$ cat src/rtl/prot_pkg.sv
package prot_pkg;

  // permission vector {X,W,R}
  typedef logic [2:0] perm_t;

  localparam int CFG_R   = 0;
  localparam int CFG_W   = 1;
  localparam int CFG_X   = 2;
  localparam int CFG_AM0 = 3;
  localparam int CFG_AM1 = 4;
  localparam int CFG_L   = 7;

  localparam perm_t P_NONE = 3'b000;
  localparam perm_t P_R    = 3'b001;
  localparam perm_t P_RW   = 3'b011;
  localparam perm_t P_X    = 3'b100;
  localparam perm_t P_RX   = 3'b101;
  localparam perm_t P_RWX  = 3'b111;

  // lockdown table, machine mode; key = {L,R,W,X}
  function automatic perm_t lock_tbl_mach(input logic [3:0] key);
    case (key)
      4'd2, 4'd3, 4'd14: lock_tbl_mach = P_RW;
      4'd9, 4'd10:       lock_tbl_mach = P_X;
      4'd11, 4'd13:      lock_tbl_mach = P_RX;
      4'd12, 4'd15:      lock_tbl_mach = P_R;
      default:           lock_tbl_mach = P_NONE;
    endcase
  endfunction

  // lockdown table, lower modes; key = {L,R,W,X}
  function automatic perm_t lock_tbl_user(input logic [3:0] key);
    case (key)
      4'd1, 4'd10, 4'd11: lock_tbl_user = P_X;
      4'd2, 4'd4, 4'd15:  lock_tbl_user = P_R;
      4'd3, 4'd6:         lock_tbl_user = P_RW;
      4'd5:               lock_tbl_user = P_RX;
      4'd7:               lock_tbl_user = P_RWX;
      default:            lock_tbl_user = P_NONE;
    endcase
  endfunction

endpackage

$ cat src/rtl/prot_span.sv
module prot_span #(
  parameter int ADDR_W     = 32,
  parameter int SIZE_W     = 4,
  parameter int WORD_BYTES = 4,
  parameter int PAGE_BITS  = 12
) (
  input  logic [ADDR_W-1:0] addr,
  input  logic [SIZE_W-1:0] size,
  input  logic              xlate_en,
  output logic [ADDR_W-1:0] last_addr
);
  localparam logic [ADDR_W-1:0] PAGE_MASK = {{(ADDR_W-PAGE_BITS){1'b0}}, {PAGE_BITS{1'b1}}};
  localparam logic [ADDR_W-1:0] WORD_SPAN = ADDR_W'(WORD_BYTES - 1);

  logic [ADDR_W-1:0] size_ext;
  assign size_ext = {{(ADDR_W-SIZE_W){1'b0}}, size};

  always_comb begin
    if (size != '0)
      last_addr = addr + size_ext - ADDR_W'(1);
    else if (xlate_en)
      last_addr = addr | PAGE_MASK;
    else
      last_addr = addr + WORD_SPAN;
  end


  always_comb begin
    if (size == '0 && xlate_en)
      page_end_chk: assert ((last_addr & PAGE_MASK) == PAGE_MASK);
  end
endmodule

$ cat src/rtl/prot_entry.sv
module prot_entry
  import prot_pkg::*;
#(
  parameter int ADDR_W = 32
) (
  input  logic [7:0]        cfg,
  input  logic [ADDR_W-1:0] base,
  input  logic [ADDR_W-1:0] limit,
  input  logic [ADDR_W-1:0] first_addr,
  input  logic [ADDR_W-1:0] last_addr,
  input  logic              mach_mode,
  input  logic              lockdown,
  output logic              active,
  output logic              hit_first,
  output logic              hit_last,
  output perm_t             perm
);
  logic [3:0] key;
  logic       locked;

  assign active    = (cfg[CFG_AM1:CFG_AM0] != 2'b00);
  assign hit_first = active && (first_addr >= base) && (first_addr < limit);
  assign hit_last  = active && (last_addr  >= base) && (last_addr  < limit);
  assign locked    = cfg[CFG_L];
  assign key       = {cfg[CFG_L], cfg[CFG_R], cfg[CFG_W], cfg[CFG_X]};

  always_comb begin
    if (lockdown)
      perm = mach_mode ? lock_tbl_mach(key) : lock_tbl_user(key);
    else if (mach_mode && !locked)
      perm = P_RWX;
    else
      perm = cfg[2:0];
  end


  always_comb begin
    if (lockdown && mach_mode)
      mach_no_rwx_chk: assert (perm != P_RWX);
  end
endmodule

$ cat src/rtl/prot_perm_check.sv
module prot_perm_check
  import prot_pkg::*;
#(
  parameter int N_ENTRIES  = 16,
  parameter int ADDR_W     = 32,
  parameter int SIZE_W     = 4,
  parameter int WORD_BYTES = 4,
  parameter int PAGE_BITS  = 12
) (
  input  logic                          clk,
  input  logic                          rst,
  input  logic [8*N_ENTRIES-1:0]        ent_cfg,
  input  logic [ADDR_W*N_ENTRIES-1:0]   ent_base,
  input  logic [ADDR_W*N_ENTRIES-1:0]   ent_limit,
  input  logic [ADDR_W-1:0]             acc_addr,
  input  logic [SIZE_W-1:0]             acc_size,
  input  logic                          xlate_en,
  input  logic                          mach_mode,
  input  logic                          lockdown,
  input  logic [2:0]                    req_priv,
  input  logic [2:0]                    dflt_priv,
  output logic [2:0]                    allow_priv,
  output logic [$clog2(N_ENTRIES):0]    hit_idx,
  output logic                          violation,
  output logic                          grant
);
  localparam int IDX_W = $clog2(N_ENTRIES) + 1;
  localparam logic [IDX_W-1:0] NO_HIT = '1;

  logic [ADDR_W-1:0]    last_addr;
  logic [N_ENTRIES-1:0] act, hf, hl;
  perm_t                ent_perm [N_ENTRIES];

  prot_span #(
    .ADDR_W(ADDR_W), .SIZE_W(SIZE_W),
    .WORD_BYTES(WORD_BYTES), .PAGE_BITS(PAGE_BITS)
  ) u_span (
    .addr(acc_addr), .size(acc_size), .xlate_en(xlate_en), .last_addr(last_addr)
  );

  for (genvar g = 0; g < N_ENTRIES; g++) begin : g_ent
    prot_entry #(.ADDR_W(ADDR_W)) u_ent (
      .cfg       (ent_cfg[8*g +: 8]),
      .base      (ent_base[ADDR_W*g +: ADDR_W]),
      .limit     (ent_limit[ADDR_W*g +: ADDR_W]),
      .first_addr(acc_addr),
      .last_addr (last_addr),
      .mach_mode (mach_mode),
      .lockdown  (lockdown),
      .active    (act[g]),
      .hit_first (hf[g]),
      .hit_last  (hl[g]),
      .perm      (ent_perm[g])
    );
  end

  logic             sel_found, sel_viol, grant_d;
  logic [IDX_W-1:0] sel_idx;
  perm_t            sel_perm;

  always_comb begin
    sel_found = 1'b0;
    sel_viol  = 1'b0;
    sel_idx   = NO_HIT;
    sel_perm  = dflt_priv;
    if (act != '0) begin
      for (int i = 0; i < N_ENTRIES; i++) begin
        if (!sel_found && (hf[i] || hl[i])) begin
          sel_found = 1'b1;
          sel_idx   = IDX_W'(i);
          if (hf[i] ^ hl[i]) begin
            sel_viol = 1'b1;
            sel_perm = P_NONE;
          end else begin
            sel_perm = ent_perm[i];
          end
        end
      end
    end
  end

  assign grant_d = !sel_viol && ((req_priv & ~sel_perm) == 3'b000);

  logic primed;

  always_ff @(posedge clk) begin
    if (rst) begin
      allow_priv <= P_NONE;
      hit_idx    <= NO_HIT;
      violation  <= 1'b0;
      grant      <= 1'b0;
      primed     <= 1'b0;
    end else begin
      allow_priv <= sel_perm;
      hit_idx    <= sel_idx;
      violation  <= sel_viol;
      grant      <= grant_d;
      primed     <= 1'b1;
    end
  end


  grant_subset_chk: assert property (@(posedge clk) disable iff (rst)
    grant |-> (($past(req_priv) & ~allow_priv) == 3'b000));


  viol_blocks_chk: assert property (@(posedge clk) disable iff (rst)
    violation |-> (!grant && allow_priv == 3'b000 && hit_idx != NO_HIT));


  miss_default_chk: assert property (@(posedge clk) disable iff (rst)
    (primed && hit_idx == NO_HIT) |-> (allow_priv == $past(dflt_priv) && !violation));


  no_active_chk: assert property (@(posedge clk) disable iff (rst)
    (primed && $past(ent_cfg) == '0) |-> (hit_idx == NO_HIT));


  idx_active_chk: assert property (@(posedge clk) disable iff (rst)
    (primed && hit_idx != NO_HIT) |-> (hit_idx < IDX_W'(N_ENTRIES)));
endmodule

$ cat config.mk
export PLATFORM = sky130hd
export DESIGN_NAME = prot_perm_check
export DESIGN_NICKNAME = d
export VERILOG_FILES = /design/src/rtl/prot_pkg.sv /design/src/rtl/prot_span.sv /design/src/rtl/prot_entry.sv /design/src/rtl/prot_perm_check.sv
export SDC_FILE = /design/constraint.sdc
export NUM_CORES = 2
export LEC_CHECK = 0
export ABC_AREA = 1
export BUFFER_PORTS_ARGS = -buffer_cell sky130_fd_sc_hd__buf_2
export CAP_MARGIN = 20
export CORE_AREA = 10 10 457 459
export DETAILED_ROUTE_END_ITERATION = 12
export DIE_AREA = 0 0 467 469
export PLACE_DENSITY = 0.48
export SLEW_MARGIN = 20
export SYNTH_ARGS = -nofsm -noshare
export SYNTH_HDL_FRONTEND = slang
export SYNTH_HIERARCHICAL = 1
export SYNTH_SLANG_ARGS = --single-unit
$ cat constraint.sdc
create_clock -name clk -period 14.9 [get_ports clk]
set_input_delay 1.49 -clock clk [delete_from_list [all_inputs] [get_ports clk]]
set_output_delay 1.49 -clock clk [all_outputs]
set_load 0.01 [all_outputs]
==> out/results.ini <==
[routing]
drt_iter0_markers = 4401
via_per_inst = 4.97
antenna_left = 0
first_pass_iters = 8
drc = 0
wl_per_cell_microns = 24.3
wl_mm = 327
vias = 67046

[synthesis]
synth_fp_nets = 12813
avgSynthCellArea_sq_um = 6.09
ys_seq_area_share_pct = 0.345
syn_inst = 9520
synth_area_sq_mm = 0.0580
synth_flop_cell = dfxtp_1
yosysUniqueCellTypes = 47
synth_seq_cells = 10
synth_edf_count = 0
synthArstFlopShare_pct = 0
yosysWarnings = 6

[power_and_ir_drop]
power_frac_comb_pct = 97.2
p_int_mw = 1.21
switching_share_pct = 65.0
power_density_mw_per_mm2 = 50.8
ir_drop_v = 0.0000478
leakage_nw = 42.0
power_switching_mw = 2.26
power_frac_seq_pct = 1.2
p_clk_share_pct = 1.6

[global_route]
grtUsageTotal_pct = 28.2
antenna_found_initial = 76
grt_pass1_wl_mm = 454
grt_overflow = 0
grt_pass1_vias = 65917
grt_max_degree = 81

[finish]
final_core_util_pct = 34.3
area_growth_pct = 17.9
final_nets = 14078
fill_cells = 22091
drive_gt1_share_pct = 14.0

[floorplan]
ios = 1209
rows = 164
start_util_pct = 29.1
fp.dieH_microns = 469
die_area_sq_mm = 0.219
coreArea_sq_mm = 0.199
die_w_microns = 467

[sta]
fin_ws_ns = 5.92
fin_crit_sh_pct = 60.3
fin_tns_setup_ns = 0
tightest_slew_ns = 1.09
finalMaxSlewViolations = 0
fmax_mhz = 111
slew-limit-headroom_pct = 27.0
setup_viol = 0
post-route-min-period_ns = 8.98
hold_viol = 0
rsz0062_at_grt = no

[worst_setup_path]
critical_path_arrival_ns = 9.12
start_kind = input pin
crit_start = acc_addr[1]
crit_fanout = 24
crit_type = in -> reg
endpoint = grant
cp_data_required_time_ns = 15.04
cp-end-kind = register
cpPeakStageDelay_ns = 0.64
cpMostUsedCell = nand2_1
crit_slowest_cell = a32oi_4

[clocking]
cts_sinks = 10
cts_inserted_buffers = 3
post-cts-setup-buffers = 0
cts-root-buf = clkbuf_16
path_clk_slew_ns = 0.04
cts_resized = 0
cts-hold-fix-buffers = 0
htreeDepth = 1
cts_buffer_depth = 2
cts_tree = yes

[run]
drv_cap = 0

[worst_hold_path]
hp-class = in -> reg
hp-start = rst

[place]
post-dp-hpwl_mm = 278
preCtsSetupSlack_ns = 5.64
io_buffers = 1176
gp_congestion = 0.966

[outcome]
status = finished clean

## worst min path at each step
stage	end	slack [ns]	cells after the start
after global placement	allow_priv[1]	1.73	2
after detailed placement	allow_priv[1]	1.74	2
after CTS	allow_priv[1]	1.49	2
after floorplan	allow_priv[0]	1.56	1
after global routing	allow_priv[1]	1.50	2
final	allow_priv[0]	1.49	2
## synth_stat cells (2+ instances only)
master | instances | area share (%)
a211oi_1 | 31 | 0.40
a21o_1 | 33 | 0.43
a21oi_1 | 870 | 7.5
a22oi_1 | 17 | 0.22
a31oi_1 | 37 | 0.40
a32oi_1 | 38 | 0.57
and2_1 | 2 | 0.022
clkbuf_1 | 3 | 0.019
clkinv_2 | 2 | 0.017
dfxtp_1 | 10 | 0.35
ha_1 | 2093 | 45
inv_1 | 1822 | 12
inv_2 | 96 | 0.62
nand2_1 | 2680 | 17
nand2_2 | 4 | 0.043
nand2_4 | 3 | 0.058
nand3_1 | 285 | 2.5
nand3_2 | 3 | 0.052
nand3_4 | 2 | 0.060
nand3b_1 | 4 | 0.052
nand4_1 | 102 | 1.1
nand4_4 | 2 | 0.073
nor2_1 | 838 | 5.4
nor2_2 | 68 | 0.73
nor2_4 | 6 | 0.12
nor3_1 | 39 | 0.34
nor4_1 | 5 | 0.054
nor4_4 | 2 | 0.073
o2111ai_1 | 17 | 0.26
o211ai_1 | 33 | 0.43
o21a_1 | 80 | 1.0
o21ai_0 | 197 | 1.7
o21ai_1 | 54 | 0.47
o21bai_1 | 4 | 0.052
o22ai_1 | 2 | 0.022
or2_2 | 20 | 0.22
xnor2_1 | 2 | 0.030
xor2_1 | 5 | 0.076
## stage by stage
step                power, mW  cell area [sq um]  cells  hold WS (ns)
finish                   3.47              68400  13486          1.49
global route             3.92              68300  13481          1.50
CTS                      3.47              68200  13440          1.49
detailed placement       3.40              68200  13436          1.74
global placement         3.31              68200  13436          1.73
floorplan                2.02              58000   9520          1.56
## power by group through the flow
stage / logic (mW) / registers (mW) / clock network (mW)
floorplan: 1.98 / 0.0423 / 0
global placement: 3.27 / 0.0415 / 0
detailed placement: 3.36 / 0.0413 / 0
CTS: 3.37 / 0.0409 / 0.0560
global route: 3.82 / 0.0415 / 0.0571
finish: 3.37 / 0.0410 / 0.0554
## per-layer routing
layer	GRT usage (%)	up-vias	share of wire, %
met2	48.2	2267	46
met4	14.5	22	6.1
met3	2.90	475	5.1
met5	0	-	0.043
met1	35.0	30601	43
li1	-	33681	-
## cell usage in the layout (no fill, tap or decap), drive strengths merged, types with 37 or more instances in the layout
master,synthesis,layout
nor3,40,40
nor2,913,913
nand3,290,290
o21a,80,80
buf,1,1265
a31oi,37,37
a21oi,870,870
a32oi,38,38
inv,1918,1918
nand2,2687,2687
o21ai,252,252
ha,2093,2093
nand4,104,104
diode,0,46
## kinds of logic after synthesis
| group | count (synthesis) | share of synthesized area, % |
|---|---|---|
| simple gates | 4070 | 28.3 |
| buf+inv | 1925 | 12.5 |
| flops | 10 | 0.345 |
| compound gates | 1414 | 13.5 |
| fa+ha+maj | 2094 | 45.2 |
| xor+xnor | 7 | 0.106 |
## worst max-delay path: cells and delay by family
| family | cells | cell delay [ns] |
|---|---|---|
| AOI/OAI and AO/OA | 2 | 0.73 |
| buffers and inverters | 10 | 1.84 |
| adders and majority gates | 5 | 1.59 |
| and+or+nand+nor | 35 | 3.39 |
## flip-flops by register name, summed over array words and instances, names as in the netlist
| name | cells |
|---|---|
| allow_priv | 3 |
| violation | 1 |
| grant | 1 |
| hit_idx | 5 |
## cell type report
type / instances / area (sq um) / area share (%)
Antenna cell: 46 / 115 / 0.168
Clock buffer: 4 / 88.8 / 0.130
Inverter: 1920 / 7210 / 10.5
Multi-Input combinational cell: 7585 / 50800 / 74.4
Sequential cell: 10 / 200 / 0.293
Tap cell: 2656 / 3320 / 4.86
Timing Repair Buffer: 1265 / 6580 / 9.62
Power figures use the tool's default switching activity.
